File: src/rtl/pinmux_pkg.sv
package pinmux_pkg;

    parameter int PIN_COUNT   = 32;
    parameter int P1_STRIDE   = 4;
    parameter int GRP4        = 4;
    parameter int GRP8        = 8;
    parameter int GRP16       = 16;
    parameter int LINK_BASE   = 8;
    parameter int LINK_LANES  = 5;
    parameter int LINK_NARROW = 2;

    localparam int P1_COUNT  = PIN_COUNT / P1_STRIDE;
    localparam int P4_COUNT  = PIN_COUNT / GRP4;
    localparam int P8_COUNT  = PIN_COUNT / GRP8;
    localparam int P16_COUNT = PIN_COUNT / GRP16;

    // Who drives or samples a pin; order of declaration is not the ranking.
    typedef enum logic [2:0] {
        OWN_NONE,
        OWN_LINK_IN,
        OWN_LINK_OUT,
        OWN_P1,
        OWN_P4,
        OWN_P8,
        OWN_P16,
        OWN_P32
    } owner_e;

    typedef struct packed {
        owner_e owner;
        logic   drive;   // 1 when the owner uses the pin as an output
    } pin_claim_t;

    typedef struct packed {
        logic                 link_en;
        logic                 link_wide;
        logic [P1_COUNT-1:0]  p1_en;
        logic [P1_COUNT-1:0]  p1_out;
        logic [P4_COUNT-1:0]  p4_en;
        logic [P4_COUNT-1:0]  p4_out;
        logic [P8_COUNT-1:0]  p8_en;
        logic [P8_COUNT-1:0]  p8_out;
        logic [P16_COUNT-1:0] p16_en;
        logic [P16_COUNT-1:0] p16_out;
        logic                 p32_en;
        logic                 p32_out;
    } mux_cfg_t;

    // Offset of a pin inside the link window (negative when below it).
    function automatic int link_offset(int pin);
        return pin - LINK_BASE;
    endfunction

    function automatic bit in_window(int off, int lo, int count);
        return (off >= lo) && (off < lo + count);
    endfunction

endpackage

File: src/rtl/pinmux_cfg_reg.sv
module pinmux_cfg_reg
    import pinmux_pkg::*;
(
    input  logic     clk,
    input  logic     rst,
    input  mux_cfg_t cfg_d,
    output mux_cfg_t cfg_q
);

    always_ff @(posedge clk) begin
        if (rst) begin
            cfg_q <= '0;
        end else begin
            cfg_q <= cfg_d;
        end
    end

endmodule

File: src/rtl/pinmux_arbiter.sv
module pinmux_arbiter
    import pinmux_pkg::*;
(
    input  mux_cfg_t   cfg,
    output pin_claim_t claim [PIN_COUNT]
);

    for (genvar p = 0; p < PIN_COUNT; p++) begin : g_pin
        localparam int  OFF    = link_offset(p);
        localparam bit  IN_W   = in_window(OFF, 0, LINK_LANES);
        localparam bit  IN_N   = in_window(OFF, 0, LINK_NARROW);
        localparam bit  OUT_W  = in_window(OFF, LINK_LANES, LINK_LANES);
        localparam bit  OUT_N  = in_window(OFF, LINK_LANES, LINK_NARROW);
        localparam bit  HAS_P1 = ((p % P1_STRIDE) == 0) && ((p / P1_STRIDE) < P1_COUNT);
        localparam int  P1_IDX = HAS_P1 ? (p / P1_STRIDE) : 0;
        localparam int  P4_IDX = p / GRP4;
        localparam int  P8_IDX = p / GRP8;
        localparam int  P16_IDX = p / GRP16;

        pin_claim_t pick;

        always_comb begin
            pick = '{owner: OWN_NONE, drive: 1'b0};
            if (cfg.link_en && (cfg.link_wide ? IN_W : IN_N)) begin
                pick = '{owner: OWN_LINK_IN, drive: 1'b0};
            end else if (cfg.link_en && (cfg.link_wide ? OUT_W : OUT_N)) begin
                pick = '{owner: OWN_LINK_OUT, drive: 1'b1};
            end else if (HAS_P1 && cfg.p1_en[P1_IDX]) begin
                pick = '{owner: OWN_P1, drive: cfg.p1_out[P1_IDX]};
            end else if (cfg.p4_en[P4_IDX]) begin
                pick = '{owner: OWN_P4, drive: cfg.p4_out[P4_IDX]};
            end else if (cfg.p8_en[P8_IDX]) begin
                pick = '{owner: OWN_P8, drive: cfg.p8_out[P8_IDX]};
            end else if (cfg.p16_en[P16_IDX]) begin
                pick = '{owner: OWN_P16, drive: cfg.p16_out[P16_IDX]};
            end else if (cfg.p32_en) begin
                pick = '{owner: OWN_P32, drive: cfg.p32_out};
            end
        end

        assign claim[p] = pick;
    end

endmodule

File: src/rtl/pinmux_driver.sv
module pinmux_driver
    import pinmux_pkg::*;
(
    input  pin_claim_t            claim [PIN_COUNT],
    input  logic [LINK_LANES-1:0] link_tx,
    input  logic [P1_COUNT-1:0]   p1_wdata,
    input  logic [PIN_COUNT-1:0]  p4_wdata,
    input  logic [PIN_COUNT-1:0]  p8_wdata,
    input  logic [PIN_COUNT-1:0]  p16_wdata,
    input  logic [PIN_COUNT-1:0]  p32_wdata,
    output logic [PIN_COUNT-1:0]  pin_oe,
    output logic [PIN_COUNT-1:0]  pin_out
);

    for (genvar p = 0; p < PIN_COUNT; p++) begin : g_pin
        localparam int OFF    = link_offset(p);
        localparam int LANE   = in_window(OFF, LINK_LANES, LINK_LANES) ? (OFF - LINK_LANES) : 0;
        localparam int P1_IDX = ((p / P1_STRIDE) < P1_COUNT) ? (p / P1_STRIDE) : 0;

        logic src;

        always_comb begin
            unique case (claim[p].owner)
                OWN_LINK_OUT: src = link_tx[LANE];
                OWN_P1:       src = p1_wdata[P1_IDX];
                OWN_P4:       src = p4_wdata[p];
                OWN_P8:       src = p8_wdata[p];
                OWN_P16:      src = p16_wdata[p];
                OWN_P32:      src = p32_wdata[p];
                default:      src = 1'b0;
            endcase
        end

        assign pin_oe[p]  = claim[p].drive;
        assign pin_out[p] = claim[p].drive & src;
    end

endmodule

File: src/rtl/pinmux_router.sv
module pinmux_router
    import pinmux_pkg::*;
(
    input  pin_claim_t            claim [PIN_COUNT],
    input  logic [PIN_COUNT-1:0]  pin_in,
    output logic [LINK_LANES-1:0] link_rx,
    output logic [P1_COUNT-1:0]   p1_rdata,
    output logic [PIN_COUNT-1:0]  p4_rdata,
    output logic [PIN_COUNT-1:0]  p8_rdata,
    output logic [PIN_COUNT-1:0]  p16_rdata,
    output logic [PIN_COUNT-1:0]  p32_rdata
);

    function automatic logic sample(pin_claim_t c, owner_e who, logic v);
        return (c.owner == who) && !c.drive && v;
    endfunction

    for (genvar p = 0; p < PIN_COUNT; p++) begin : g_wide
        assign p4_rdata[p]  = sample(claim[p], OWN_P4,  pin_in[p]);
        assign p8_rdata[p]  = sample(claim[p], OWN_P8,  pin_in[p]);
        assign p16_rdata[p] = sample(claim[p], OWN_P16, pin_in[p]);
        assign p32_rdata[p] = sample(claim[p], OWN_P32, pin_in[p]);
    end

    for (genvar k = 0; k < P1_COUNT; k++) begin : g_single
        assign p1_rdata[k] = sample(claim[k*P1_STRIDE], OWN_P1, pin_in[k*P1_STRIDE]);
    end

    for (genvar i = 0; i < LINK_LANES; i++) begin : g_lane
        assign link_rx[i] = sample(claim[LINK_BASE+i], OWN_LINK_IN, pin_in[LINK_BASE+i]);
    end

endmodule

File: src/rtl/shared_pin_mux.sv
module shared_pin_mux
    import pinmux_pkg::*;
(
    input  logic                  clk,
    input  logic                  rst,
    input  logic                  link_en,
    input  logic                  link_wide,
    input  logic [LINK_LANES-1:0] link_tx,
    output logic [LINK_LANES-1:0] link_rx,
    input  logic [P1_COUNT-1:0]   p1_en,
    input  logic [P1_COUNT-1:0]   p1_dir,
    input  logic [P1_COUNT-1:0]   p1_wdata,
    output logic [P1_COUNT-1:0]   p1_rdata,
    input  logic [P4_COUNT-1:0]   p4_en,
    input  logic [P4_COUNT-1:0]   p4_dir,
    input  logic [PIN_COUNT-1:0]  p4_wdata,
    output logic [PIN_COUNT-1:0]  p4_rdata,
    input  logic [P8_COUNT-1:0]   p8_en,
    input  logic [P8_COUNT-1:0]   p8_dir,
    input  logic [PIN_COUNT-1:0]  p8_wdata,
    output logic [PIN_COUNT-1:0]  p8_rdata,
    input  logic [P16_COUNT-1:0]  p16_en,
    input  logic [P16_COUNT-1:0]  p16_dir,
    input  logic [PIN_COUNT-1:0]  p16_wdata,
    output logic [PIN_COUNT-1:0]  p16_rdata,
    input  logic                  p32_en,
    input  logic                  p32_dir,
    input  logic [PIN_COUNT-1:0]  p32_wdata,
    output logic [PIN_COUNT-1:0]  p32_rdata,
    input  logic [PIN_COUNT-1:0]  pin_in,
    output logic [PIN_COUNT-1:0]  pin_oe,
    output logic [PIN_COUNT-1:0]  pin_out
);

    mux_cfg_t   cfg_d;
    mux_cfg_t   cfg_q;
    pin_claim_t claim [PIN_COUNT];

    assign cfg_d = '{
        link_en:   link_en,
        link_wide: link_wide,
        p1_en:     p1_en,
        p1_out:    p1_dir,
        p4_en:     p4_en,
        p4_out:    p4_dir,
        p8_en:     p8_en,
        p8_out:    p8_dir,
        p16_en:    p16_en,
        p16_out:   p16_dir,
        p32_en:    p32_en,
        p32_out:   p32_dir
    };

    pinmux_cfg_reg u_cfg (
        .clk   (clk),
        .rst   (rst),
        .cfg_d (cfg_d),
        .cfg_q (cfg_q)
    );

    pinmux_arbiter u_arb (
        .cfg   (cfg_q),
        .claim (claim)
    );

    pinmux_driver u_drv (
        .claim     (claim),
        .link_tx   (link_tx),
        .p1_wdata  (p1_wdata),
        .p4_wdata  (p4_wdata),
        .p8_wdata  (p8_wdata),
        .p16_wdata (p16_wdata),
        .p32_wdata (p32_wdata),
        .pin_oe    (pin_oe),
        .pin_out   (pin_out)
    );

    pinmux_router u_rte (
        .claim     (claim),
        .pin_in    (pin_in),
        .link_rx   (link_rx),
        .p1_rdata  (p1_rdata),
        .p4_rdata  (p4_rdata),
        .p8_rdata  (p8_rdata),
        .p16_rdata (p16_rdata),
        .p32_rdata (p32_rdata)
    );

endmodule

File: config.mk
export PLATFORM = sky130hd
export DESIGN_NAME = shared_pin_mux
export DESIGN_NICKNAME = d
export VERILOG_FILES = /design/src/rtl/pinmux_pkg.sv /design/src/rtl/pinmux_cfg_reg.sv /design/src/rtl/pinmux_arbiter.sv /design/src/rtl/pinmux_driver.sv /design/src/rtl/pinmux_router.sv /design/src/rtl/shared_pin_mux.sv
export SDC_FILE = /design/constraint.sdc
export NUM_CORES = 1
export LEC_CHECK = 0
export BUFFER_PORTS_ARGS = -buffer_cell sky130_fd_sc_hd__buf_4
export CORE_AREA = 2 2 165 167
export DETAILED_ROUTE_END_ITERATION = 6
export DIE_AREA = 0 0 167 169
export HOLD_SLACK_MARGIN = 0.15
export PLACE_DENSITY = 0.43
export SYNTH_ARGS = -nofsm -noshare
export SYNTH_HDL_FRONTEND = slang
export SYNTH_SLANG_ARGS = --single-unit
File: constraint.sdc
create_clock -name clk -period 2.2 [get_ports clk]
set_input_delay 0.22 -clock clk [delete_from_list [all_inputs] [get_ports clk]]
set_output_delay 0.22 -clock clk [all_outputs]
set_load 0.03 [all_outputs]
==> key figures <==
STA
  – Max-slew violations: 0
  – Worst-margin pin slew: 616 ps
  – Normalized max-slew margin: 0.589
  – Number of failing setup endpoints in the final timing report: 0
  – Final Worst Setup Slack: 60.2 ps
  – Number of hold violations in the final report: 0
  – Period utilisation layout: 0.973
  – RSZ-0062 raised after global routing: yes
  – Max frequency: 467 MHz
  – Shortest period the worst path allows: 2140 ps

Synthesis
  – Count of synthesis-stage warnings from yosys: 0
  – Async set-or-reset flop fraction in the synthesized netlist: 0
  – Post-Syn Nets: 811
  – Number of flip-flops and latches in the synthesized netlist: 48
  – Synth Area per Inst: 7.29 um2
  – Netlist area before placement: 0.00428 mm2
  – Synth Instances: 588
  – Sequential cell area fraction in the yosys report: 0.224
  – Count of distinct cell types in the synthesized netlist: 57
  – Count of flip-flops with a built-in enable after synthesis: 0
  – Most used DFF post-synth: sky130_fd_sc_hd__dfxtp_1

Die
  – Initial Util: 0.162
  – Core Region: 0.0265 mm2
  – X dimension of the die: 167 um
  – Area of the die: 0.0282 mm2
  – Number of standard-cell rows in the floorplan: 60
  – Vertical extent of the die: 169 um
  – I/O pin total: 428

Cells and area
  – P&R area growth vs syn: 107%
  – Largest registers in the final layout: u_cfg.cfg_q (48)
  – Diodes inserted: 0
  – Post-layout instance count excluding filler cells: 1411
  – Largest register by flop count: u_cfg.cfg_q
  – Number of flip-flops in the largest register: 48
  – Final-stage net count: 1292
  – Fraction of final layout cells with drive strength greater than 1: 0.502

Clocking
  – H-tree level count: 2
  – Maximum clock path buffer count: 2
  – TritonCTS clock tree: built
  – TritonCTS sink count: 48
  – Clock transition at the registers of the reported paths: 70 ps
  – Clock Root Buffer: sky130_fd_sc_hd__clkbuf_16
  – CTS buffer count: 5

Placed design
  – Placed Instances: 1351
  – Post-DP HPWL: 21000 um
  – Number of buffer cells added on primary ports: 427
  – Setup Slack @ Placement: 78.0 ps
  – Routability Congestion: 0.830

Detailed routing
  – Sum of routed wire length over all layers: 25200 um
  – Post-DR wirelength/cell: 17.8 um
  – Met2 routed WL: 12500 um
  – Vias per cell: 4.37
  – Detailed-route wire length on metal 1: 11100 um
  – Initial DRT Pass Iterations: 5
  – Max Used Layer: met4
  – Via count: 6170
  – Count of unresolved DRC violations after routing: 0
  – Count of antenna-violating nets left after detailed routing: 0
  – Initial DRC count: 271
  – Amount of wire on met3 after detailed routing: 1200 um

Worst setup path
  – Maximum fanout encountered on the critical timing path: 6
  – CP Data Arrival Time: 1920 ps
  – Critical path type: register to output port
  – Endpoint required time on the critical path: 1980 ps
  – Crit. End Element: output port
  – Critical Path Source Type: register

Pwr
  – Peak supply drop: 0.286 mV
  – Switching Power: 1360 uW
  – Leakage power: 0.00438 uW
  – Portion of total power attributed to combinational logic: 0.469
  – Power density relative to cell area: 416 mW/mm2
  – Portion of total power attributed to the clock network: 0.265
  – Sw Ratio: 0.367
  – Internal power of the cells: 2340 uW
  – Portion of total power attributed to sequential cells: 0.266

Global route
  – Global-route wire length before repair: 36800 um
  – Via count of the first global-routing pass: 6144
  – Number of antenna violations at the first check in global routing: 1
  – Total overflow reported by the global router: 0
  – Largest net degree at the start of global routing: 49
  – Tot GR Track Use: 0.167

Min path
  – Cells on Worst Hold Path: 2
  – Path type of the worst min-delay path: input port to register
  – Hold Startpoint: p1_en[0]
  – Endpoint of the worst hold-timing path: u_cfg.cfg_q[38]

Flow run
  – Maximum Capacitance Violations: 0

Outcome
  – Outcome: completed
==> logic make-up after synthesis <==
| kind of cell | Yosys count | synth area share |
|---|---|---|
| AOI/OAI and AO/OA | 114 | 0.201 |
| buffers and inverters | 60 | 0.0695 |
| DFF | 48 | 0.224 |
| muxes | 6 | 0.0152 |
| and+or+nand+nor | 360 | 0.490 |
==> synth_stat cells, drive strengths merged (2+ instances only) <==
master / instances / area share
a31oi: 8 / 0.012
a22o: 6 / 0.012
a311oi: 2 / 0.0070
a221o: 3 / 0.0070
or2: 3 / 0.0044
a221oi: 7 / 0.014
or3b: 2 / 0.0041
and2: 84 / 0.12
buf: 28 / 0.041
and3b: 7 / 0.014
nand2b: 19 / 0.028
a211oi: 3 / 0.0064
dfxtp: 48 / 0.22
o21ai: 15 / 0.018
nand2: 44 / 0.039
and3: 23 / 0.034
nor2: 45 / 0.039
a211o: 3 / 0.0061
o22ai: 2 / 0.0029
clkbuf: 18 / 0.016
mux2i: 2 / 0.0047
mux2: 4 / 0.011
a21oi: 13 / 0.015
nand3b: 5 / 0.013
nand3: 10 / 0.012
nor4b: 2 / 0.0041
or3: 2 / 0.0029
a311o: 3 / 0.0070
nor2b: 77 / 0.11
o41ai: 4 / 0.0082
nor3: 11 / 0.013
a22oi: 28 / 0.049
nor3b: 15 / 0.027
a32oi: 9 / 0.018
inv: 14 / 0.012
nor4: 7 / 0.012
==> layer usage <==
layer | track usage | up-vias
met2 | 0.291 | 201
met5 | 0 | -
met3 | 0.0253 | 18
met1 | 0.218 | 2929
met4 | 0.0341 | 0
li1 | - | 3022
==> how the worst max path moves through the flow <==
stage | startpoint | endpoint | slack (ps) | cells past startpoint
4_1_cts | u_cfg.cfg_q[1] | pin_out[24] | -80 | 6
2_1_floorplan | u_cfg.cfg_q[1] | pin_out[17] | -60 | 3
5_1_grt | u_cfg.cfg_q[13] | pin_oe[28] | -40 | 7
3_5_place_dp | u_cfg.cfg_q[1] | pin_out[24] | 80 | 6
6_report | u_cfg.cfg_q[10] | p32_rdata[0] | 60 | 4
3_3_place_gp | u_cfg.cfg_q[1] | pin_out[24] | 100 | 6
==> power groups by stage <==
| stage | registers (uW) | logic [uW] | clock network [uW] |
|---|---|---|---|
| 6_report | 981 | 1730 | 980 |
| 4_1_cts | 980 | 1720 | 1030 |
| 5_1_grt | 992 | 1840 | 1070 |
| 3_3_place_gp | 997 | 1640 | 0 |
| 2_1_floorplan | 967 | 870 | 0 |
| 3_5_place_dp | 998 | 1630 | 0 |
==> final cells by class <==
class | count | area, um2
flip-flops and latches | 48 | 980
repair buffers | 520 | 4050
inverters | 14 | 52.6
multi-input cells | 480 | 3190
clock inverters | 1 | 30.0
well taps | 341 | 427
clock buffers | 7 | 153
fillers | 2960 | 17600
==> through the flow <==
stage | area (um2) | total power (uW) | TNS (ps) | util | hold slack [ps]
finish | 8880 | 3690 | 0 | 0.335 | 174
global route | 8880 | 3900 | -129 | 0.335 | 163
CTS | 8750 | 3740 | -98.6 | 0.330 | 153
detailed placement | 8020 | 2630 | 0 | 0.303 | 435
global placement | 8020 | 2630 | 0 | 0.303 | 431
floorplan | 4300 | 1840 | -202 | - | 348
==> placed cells by master, fill, tap and decap left out, drive strengths merged, types with 8 or more instances in the layout <==
cell type	n
nand2	44
buf	475
a31oi	8
o21ai	15
nor2b	77
nor3	11
and2	84
nand3	10
dlygate4sd3	45
nor3b	15
a22oi	28
nand2b	19
a21oi	13
a32oi	9
dfxtp	48
nor2	45
inv	14
and3	23
==> worst max-delay path, stage by stage (launching register included) <==
cell                       delay, ps
sky130_fd_sc_hd__dfxtp_2         380
sky130_fd_sc_hd__nor3b_1         490
sky130_fd_sc_hd__a311oi_4        130
sky130_fd_sc_hd__nor4_1          380
sky130_fd_sc_hd__buf_4           240
==> repair_timing <==
item,CTS,global route
hold endpoints to repair,45,0
setup endpoints to repair,43,55
resized for setup,14,29
buffers inserted,4,3
pin swaps,0,5
hold buffers,45,0
Note: power is estimated with default switching activity, not from simulation.
